==> config.mk <==
export PLATFORM = sky130hd
export DESIGN_NAME = pipe_interlock
export DESIGN_NICKNAME = d
export VERILOG_FILES = /design/src/rtl/il_pkg.sv /design/src/rtl/il_dst_pipe.sv /design/src/rtl/il_src_cmp.sv /design/src/rtl/pipe_interlock.sv
export SDC_FILE = /design/constraint.sdc
export NUM_CORES = 1
export LEC_CHECK = 0
export ABC_CLOCK_PERIOD_IN_PS = 1930
export BUFFER_PORTS_ARGS = -buffer_cell sky130_fd_sc_hd__buf_4
export CORE_AREA = 2 2 39 41
export DETAILED_ROUTE_END_ITERATION = 7
export DIE_AREA = 0 0 41 43
export PLACE_DENSITY = 0.86
export SETUP_SLACK_MARGIN = 0.1
export SYNTH_ARGS = -nofsm -noshare
export SYNTH_HDL_FRONTEND = slang
export SYNTH_SLANG_ARGS = --single-unit
==> constraint.sdc <==
create_clock -name clk -period 1.93 [get_ports clk]
set_input_delay 0.386 -clock clk [delete_from_list [all_inputs] [get_ports clk]]
set_output_delay 0.386 -clock clk [all_outputs]
set_load 0.01 [all_outputs]
==> src/rtl/il_pkg.sv <==
package il_pkg;

   typedef enum logic [1:0] {
      SRC_NONE   = 2'b00,
      SRC_A      = 2'b01,
      SRC_AB     = 2'b10,
      SRC_AB_ALT = 2'b11
   } src_kind_e;

   function automatic logic kind_reads_a(input logic [1:0] k);
      return (src_kind_e'(k) != SRC_NONE);
   endfunction

   function automatic logic kind_reads_b(input logic [1:0] k);
      return (src_kind_e'(k) == SRC_AB) || (src_kind_e'(k) == SRC_AB_ALT);
   endfunction

endpackage

==> src/rtl/il_dst_pipe.sv <==
module il_dst_pipe #(
   parameter int REG_W = 5,
   parameter int DEPTH = 2
) (
   input  logic                        clk,
   input  logic                        rst_n,
   input  logic                        in_wr,
   input  logic [REG_W-1:0]            in_rc,
   input  logic                        kill,
   output logic [DEPTH-1:0]            st_wr,
   output logic [DEPTH-1:0][REG_W-1:0] st_rc
);

   if (DEPTH < 1) begin : g_bad_depth
      $error("il_dst_pipe: DEPTH must be at least 1");
   end

   for (genvar k = 0; k < DEPTH; k++) begin : g_stage
      if (k == 0) begin : g_head
         always_ff @(posedge clk) begin
            if (!rst_n || kill) begin
               st_wr[0] <= 1'b0;
               st_rc[0] <= '0;
            end else begin
               st_wr[0] <= in_wr;
               st_rc[0] <= in_rc;
            end
         end
      end else begin : g_tail
         always_ff @(posedge clk) begin
            if (!rst_n) begin
               st_wr[k] <= 1'b0;
               st_rc[k] <= '0;
            end else begin
               st_wr[k] <= st_wr[k-1];
               st_rc[k] <= st_rc[k-1];
            end
         end
      end
   end

endmodule

==> src/rtl/il_src_cmp.sv <==
module il_src_cmp #(
   parameter int REG_W    = 5,
   parameter int DEPTH    = 2,
   parameter bit HAS_ZERO = 1'b1,
   parameter int ZERO_REG = 31
) (
   input  logic                        use_src,
   input  logic [REG_W-1:0]            src,
   input  logic [DEPTH-1:0]            st_wr,
   input  logic [DEPTH-1:0][REG_W-1:0] st_rc,
   output logic                        hit
);

   localparam logic [REG_W-1:0] ZR = REG_W'(ZERO_REG);

   logic [DEPTH-1:0] stage_match;
   logic             src_live;

   for (genvar k = 0; k < DEPTH; k++) begin : g_cmp
      assign stage_match[k] = st_wr[k] && (st_rc[k] == src);
   end

   if (HAS_ZERO) begin : g_zero
      assign src_live = use_src && (src != ZR);
   end else begin : g_nozero
      assign src_live = use_src;
   end

   assign hit = src_live && (|stage_match);

endmodule

==> src/rtl/pipe_interlock.sv <==
module pipe_interlock
   import il_pkg::*;
#(
   parameter int REG_W    = 5,
   parameter int WB_DEPTH = 2,
   parameter bit HAS_ZERO = 1'b1,
   parameter int ZERO_REG = 31
) (
   input  logic             clk,
   input  logic             rst_n,
   input  logic             rr_valid,
   input  logic [1:0]       rr_kind,
   input  logic [REG_W-1:0] rr_ra,
   input  logic [REG_W-1:0] rr_rb,
   input  logic             rr_wr,
   input  logic [REG_W-1:0] rr_rc,
   output logic             hold_fetch,
   output logic             hold_rr,
   output logic             inject_nop
);

   localparam int               N_SRC = 2;
   localparam logic [REG_W-1:0] ZR    = REG_W'(ZERO_REG);

   if (REG_W < 1) begin : g_bad_w
      $error("pipe_interlock: REG_W must be positive");
   end
   if (WB_DEPTH < 1) begin : g_bad_d
      $error("pipe_interlock: WB_DEPTH must be at least 1");
   end
   if (HAS_ZERO && (ZERO_REG >= (1 << REG_W) || ZERO_REG < 0)) begin : g_bad_z
      $error("pipe_interlock: ZERO_REG out of range");
   end

   logic [WB_DEPTH-1:0]            st_wr;
   logic [WB_DEPTH-1:0][REG_W-1:0] st_rc;
   logic [N_SRC-1:0]               src_use;
   logic [N_SRC-1:0][REG_W-1:0]    src_num;
   logic [N_SRC-1:0]               src_hit;
   logic                           stall;
   logic                           new_wr;

   always_comb begin
      src_use[0] = rr_valid && kind_reads_a(rr_kind);
      src_use[1] = rr_valid && kind_reads_b(rr_kind);
      src_num[0] = rr_ra;
      src_num[1] = rr_rb;
   end

   for (genvar s = 0; s < N_SRC; s++) begin : g_src
      il_src_cmp #(
         .REG_W   (REG_W),
         .DEPTH   (WB_DEPTH),
         .HAS_ZERO(HAS_ZERO),
         .ZERO_REG(ZERO_REG)
      ) u_cmp (
         .use_src(src_use[s]),
         .src    (src_num[s]),
         .st_wr  (st_wr),
         .st_rc  (st_rc),
         .hit    (src_hit[s])
      );
   end

   assign stall = |src_hit;

   if (HAS_ZERO) begin : g_wr_zero
      assign new_wr = rr_valid && rr_wr && (rr_rc != ZR);
   end else begin : g_wr_plain
      assign new_wr = rr_valid && rr_wr;
   end

   il_dst_pipe #(
      .REG_W(REG_W),
      .DEPTH(WB_DEPTH)
   ) u_dst (
      .clk  (clk),
      .rst_n(rst_n),
      .in_wr(new_wr),
      .in_rc(rr_rc),
      .kill (stall),
      .st_wr(st_wr),
      .st_rc(st_rc)
   );

   assign hold_fetch = stall;
   assign hold_rr    = stall;
   assign inject_nop = stall;

endmodule

==> results.yml, run 1 <==
outcome:
  status: "complete, no violations"
critical_path:
  critical_path_buf_inv_count: 2
  startpoint_type: "flip-flop"
  reg2reg_from: "u_dst.st_rc[9]"
  critPathTopFamily: "compound AO/OA/AOI/OAI gates"
  slowest_stage: "dfxtp_2"
  critical_path.startpoint: "u_dst.st_rc[9]"
  end_kind: "primary output"
  critical-path-max-stage-delay_ns: 0.33
  crit_required_ns: 1.54
  crit_fanout: 3
  critical_path_class: "flip-flop to primary output"
  worstPathCellList: "xnor2_1 > nand4_1 > o22ai_2 > a22oi_2 > inv_2 > buf_4"
  crit_arrival_ns: 1.41
placed_design:
  io_buffers: 23
  dp_hpwl_um: 1075
  post-place-cells: 104
  gp_congestion: 0.7553
clock_tree:
  cts_buffers: 3
  cts.sinks: 12
  clock_path_buffers: 2
  hold_buffers: 0
  clk_pin_slew_ns: 0.06
  clock_latency_ns: 0.26
  root_buffer: "clkbuf_4"
  cts.htree.levels: 1
  cts_tree: "yes"
timing:
  setup_tns_ns: 0
  relSlewSlack: 0.8492
  setup_viol: 0
  finalClockSkew_ns: 0.001669
  period_minus_slack_ns: 1.798
  hold_viol: 0
  timing.fmax_mhz: 556.1
  drv_slew: 0
  period_share: 0.9317
  worstMarginPinSlew_ns: 0.2262
  rsz0062_at_grt: "yes"
power_and_ir_drop:
  pwr-share-comb: 0.205
  seq_power_share: 0.523
  power_frac_clock: 0.272
  leakage_nw: 0.3705
  switchingPower_mw: 0.1209
  p_int_mw: 0.3978
  swShare: 0.2331
  peakVddDrop_mv: 0.3498
  powerDensity_nw_per_um2: 593.2
die:
  start_util: 0.4539
  die_area_sq_um: 1763
  rows: 14
  dieHeight_um: 43
  pin_count: 24
  core-area_sq_um: 1384
  die_w_um: 41
routing:
  dr.first_iter.drc_count: 3
  final_antenna_net_count: 0
  vias: 564
  drc: 0
  via_per_inst: 5.174
  drt-total-wl_um: 1413
  wl_per_cell_um: 12.96
  drt_pre_antenna_iters: 4
synth:
  syn-mean-instance-area_sq_um: 9.237
  syn-num-nets: 89
  yosys.cell_types.count: 13
  yosys.area.top_type: "dfxtp_1"
  synth_cells: 68
  synth_top_area_share: 0.3825
  ys_seq_area_frac: 0.3825
  syn-cell-area_sq_um: 628.1
  yosys_register_bits: 12
  ys_warn_count: 0
  synthTopCellsByArea: "dfxtp_1 38%, xnor2_1 28%, and3_1 9.0%"
finish:
  instances_no_fill: 109
  syn2layout_area_growth_pct: 39.24
  nets: 116
  n_antenna_cell: 0
  post-route-util: 0.6320
  drive_above_1_share: 0.4516
grt:
  grt-ovfl-total: 0
  grt_max_degree: 13
  first_global_vias: 521
  grt_usage: 0.1689
  grt_pass1_wl_um: 1966
  grt_antenna_before_repair: 0
job:
  max_cap_violations: 0
worst_hold_path:
  holdCritStartpoint: "rr_rc[4]"
  hold_class: "input port to flip-flop"
-- per-layer routing --
metal	up-vias	global-route usage	part of all wire
met1	260	0.1678	0.39
met3	2	0.03141	0.054
li1	283	-	-
met2	19	0.2969	0.54
met4	0	0.1000	0.0092
met5	-	0	0
-- state kept, by name (all words and copies together) (netlist names) --
signal       cells
u_dst.st_rc     10
u_dst.st_wr      2
-- path summary, 6_finish.rpt --
path / to / slack, ns / cells after the start
max: hold_fetch / 0.13 / 6
min: u_dst.st_rc[4] / 0.36 / 2
max reg2reg: u_dst.st_rc[0] / 0.41 / 7
min reg2reg: u_dst.st_rc[8] / 0.50 / 1
-- per-stage QoR --
| step | area, sq um | power, mW | hold slack (ns) | worst slack (ns) |
|---|---|---|---|---|
| finish | 874.6 | 0.5188 | 0.3605 | 0.1317 |
| CTS | 835.8 | 0.5184 | 0.3573 | 0.1017 |
| global placement | 802.0 | 0.3732 | 0.4794 | 0.1901 |
| floorplan | 628.1 | 0.3246 | 0.4524 | 0.3582 |
| global route | 874.6 | 0.5474 | 0.3517 | 0.05588 |
| detailed placement | 802.0 | 0.3764 | 0.5024 | 0.1593 |
-- synth_stat cells --
library cell  instances
dfxtp_1              12
nand2_1               6
a31oi_1               3
clkbuf_1              1
and3_1                9
xnor2_1              20
inv_1                 1
buf_4                 2
o21ai_0               1
and2_1                6
nand4_1               4
o22ai_1               2
a22oi_2               1
-- area by class of cell --
cell class | count | area [sq um]
Multi-Input combinational cell | 52 | 386.6
Clock buffer | 3 | 22.52
Fill cell | 127 | 509.2
Tap cell | 16 | 20.02
Sequential cell | 12 | 254.0
Timing Repair Buffer | 25 | 187.7
Inverter | 1 | 3.754
-- cells in the final DEF, fill, tap and decap left out, drive strengths merged --
cell type and count:
a31oi 3, nand4 4, xnor2 20, inv 1, and2 6, a22oi 1
o22ai 2, nand2 6, o21ai 1, buf 25, and3 9, clkbuf 3
dfxtp 12
-- repair_timing --
| action | 4_1_cts | 5_1_grt |
|---|---|---|
| setup endpoints to repair | 3 | 3 |
| hold endpoints to repair | 0 | 0 |
| pin swaps | 1 | 5 |
| buffers inserted | 1 | 1 |
| gates resized for setup | 3 | 11 |
-- kinds of logic after synthesis --
kind of cell,after synthesis,share of synthesized area
xor gates and xnor gates,20,0.2789
and+or+nand+nor,25,0.2251
DFF,12,0.3825
buffers and inverters,4,0.03584
AOI/OAI and AO/OA,7,0.07768
-- power by group through the flow --
stage                     Sequential [mW]  Combinational (mW)  Clock (mW)
final                               0.272               0.106       0.141
after global routing                0.273               0.114       0.160
after CTS                           0.271               0.101       0.146
after detailed placement            0.276               0.101           0
after global placement              0.275              0.0981           0
after floorplan                     0.273              0.0517           0
Power figures use the tool's default switching activity.
==> inputs of run 2 (changes only) <==
==> constraint.sdc (replaced) <==
create_clock -name clk -period 1.93 [get_ports clk]
set_input_delay 0.193 -clock clk [delete_from_list [all_inputs] [get_ports clk]]
set_output_delay 0.193 -clock clk [all_outputs]
set_load 0.01 [all_outputs]
==> run 2 against run 1 <==
- sequential share of layout area decreased by 0.60 points
- flip-flop and latch count unchanged
- worst hold slack got worse by 0.20 ns
- count of clock-buffer cells in the layout grew 1
- cell count down 0.92%
- die area stayed put
- sequential power is essentially flat
- core utilization is 2.2 points lower
- cell area shrank 3.4%
- largest cell class unchanged
==> results.yml, run 2 (synthesis results as in run 1) <==
worst_hold_path:
  holdCritStartpoint: "rr_rc[4]"
  hold_depth: 2
  hold_class: "input port to flip-flop"
  hold_end: "u_dst.st_rc[4]"
routing:
  wl_per_cell_um: 11.96
  via_per_inst: 5.148
  final_antenna_net_count: 0
  vias: 556
  drt_pre_antenna_iters: 5
  drt-total-wl_um: 1292
  drc: 0
  dr.first_iter.drc_count: 2
placed_design:
  io_buffers: 23
  gp_congestion: 0.7834
  dpl_cell_area_sq_um: 802.0
  dp_hpwl_um: 1068
clock_tree:
  clock_path_buffers: 2
  clock_latency_ns: 0.27
  cts.sinks: 12
  clk_pin_slew_ns: 0.07
  cts_tree: "yes"
  cts.htree.levels: 1
  cts_buffers: 3
  root_buffer: "clkbuf_4"
critical_path:
  crit_fanout: 7
  critical-path-max-stage-delay_ns: 0.34
  worstPathCellList: "xnor2_1 > nand4_1 > o22ai_1 > a22oi_2 > inv_1 > buf_4"
  slowest_stage: "dfxtp_1"
  rr_endpoint: "u_dst.st_rc[1]"
  end_kind: "primary output"
  crit_required_ns: 1.74
  critical_path_class: "flip-flop to primary output"
  crit_arrival_ns: 1.49
  reg2regPathDepth: 5
  critical_path_depth: 6
  reg2reg_from: "u_dst.st_rc[6]"
  startpoint_type: "flip-flop"
  r2r_slack_ns: 0.65
  critical_path_buf_inv_count: 2
  critPathTopFamily: "compound AO/OA/AOI/OAI gates"
timing:
  period_share: 0.8708
  hold_viol: 0
  setup_viol: 0
  finalClockSkew_ns: 0.001805
  relSlewSlack: 0.8076
  worstMarginPinSlew_ns: 0.2886
  rsz0062_at_grt: "no"
  period_minus_slack_ns: 1.681
  drv_slew: 0
  setup_tns_ns: 0
  timing.fmax_mhz: 595.0
finish:
  drive_above_1_share: 0.3152
  fill_cells: 118
  final_cell_mix: "23 x buf_4, 20 x xnor2_1, 12 x dfxtp_1"
  nets: 114
  layout_commonest_cell: "buf_4"
  syn2layout_area_growth_pct: 34.46
  final_cell_area_sq_um: 844.6
  largest-register: "u_dst.st_rc"
  largest_reg_flops: 10
  reg_top3: "u_dst.st_rc: 10 flops, u_dst.st_wr: 2 flops"
  n_antenna_cell: 0
grt:
  grt_antenna_before_repair: 0
  grt-ovfl-total: 0
  grt.busiest_layer: "met2"
  first_global_vias: 566
  grt_usage: 0.1881
  grt_pass1_wl_um: 2208
  grt.met1_usage: 0.2105
  grt_max_degree: 13
  grt_use_met3: 0.03141
  gr-usage-met2: 0.3063
outcome:
  status: "complete, no violations"
die:
  pin_count: 24
  dieHeight_um: 43
  die_area_sq_um: 1763
  start_util: 0.4539
  rows: 14
  core-area_sq_um: 1384
  die_w_um: 41
power_and_ir_drop:
  leakage_nw: 0.3587
  powerDensity_nw_per_um2: 668.0
  peakVddDrop_mv: 0.3307
job:
  max_cap_violations: 0
-- run 2: cell count changes in the layout (fill, tap and decap cells not counted), sizes merged --
| cell | change |
|---|---|
| buf | -2 |
| clkbuf | +1 |
-- run 2: how the worst max path moves through the flow --
stage                       endpoint            from
after floorplan              hold_rr  u_dst.st_rc[5]
after global placement    hold_fetch        rr_ra[1]
after detailed placement     hold_rr  u_dst.st_rc[2]
after CTS                    hold_rr  u_dst.st_rc[2]
after global routing         hold_rr  u_dst.st_rc[3]
final                        hold_rr  u_dst.st_rc[6]
-- run 2: worst register-to-register path, stage by stage (launching register included) --
cell	delay, ns
dfxtp_1	0.37
xnor2_1	0.14
nand4_1	0.11
o22ai_1	0.20
a22oi_2	0.15
and3_1	0.21
-- run 2: timing repair --
item,CTS,global route
hold buffers,0,0
endpoints found under the setup margin,0,3
buffers inserted,0,0
resized for setup,0,1
-- run 2: through the flow --
stage,utilization,hold WS (ns),setup WS [ns],power (mW),instances
final,0.6103,0.1596,0.2493,0.5642,108
after global routing,0.6103,0.1513,0.1104,0.5921,108
after CTS,0.6058,0.1446,0.2288,0.5744,108
after detailed placement,0.5796,0.4348,0.5462,0.3767,104
after global placement,0.5796,0.4323,0.5704,0.3743,104
after floorplan,-,0.3389,0.6132,0.3246,68
-- run 2: area by class of cell --
type | count | area [sq um] | area share
Tap cell | 16 | 20.02 | 0.02370
Sequential cell | 12 | 240.2 | 0.2844
Multi-Input combinational cell | 52 | 371.6 | 0.4400
Clock buffer | 4 | 36.28 | 0.04296
Inverter | 1 | 3.754 | 0.004444
Timing Repair Buffer | 23 | 172.7 | 0.2044
-- run 2: report_power, final --
part	leakage, nW	total [mW]	switching, mW	internal, mW
Sequential	0.0991	0.269	0.0101	0.259
Combinational	0.239	0.102	0.0393	0.0626
Clock	0.0210	0.193	0.0786	0.115
-- run 2: per-layer routing --
layer / part of all wire / routed length (um) / vias up
met3: 0.048 / 62 / 2
met5: 0 / 0 / -
met2: 0.52 / 670 / 21
met1: 0.42 / 545 / 253
li1: - / - / 280
met4: 0.010 / 13 / 0
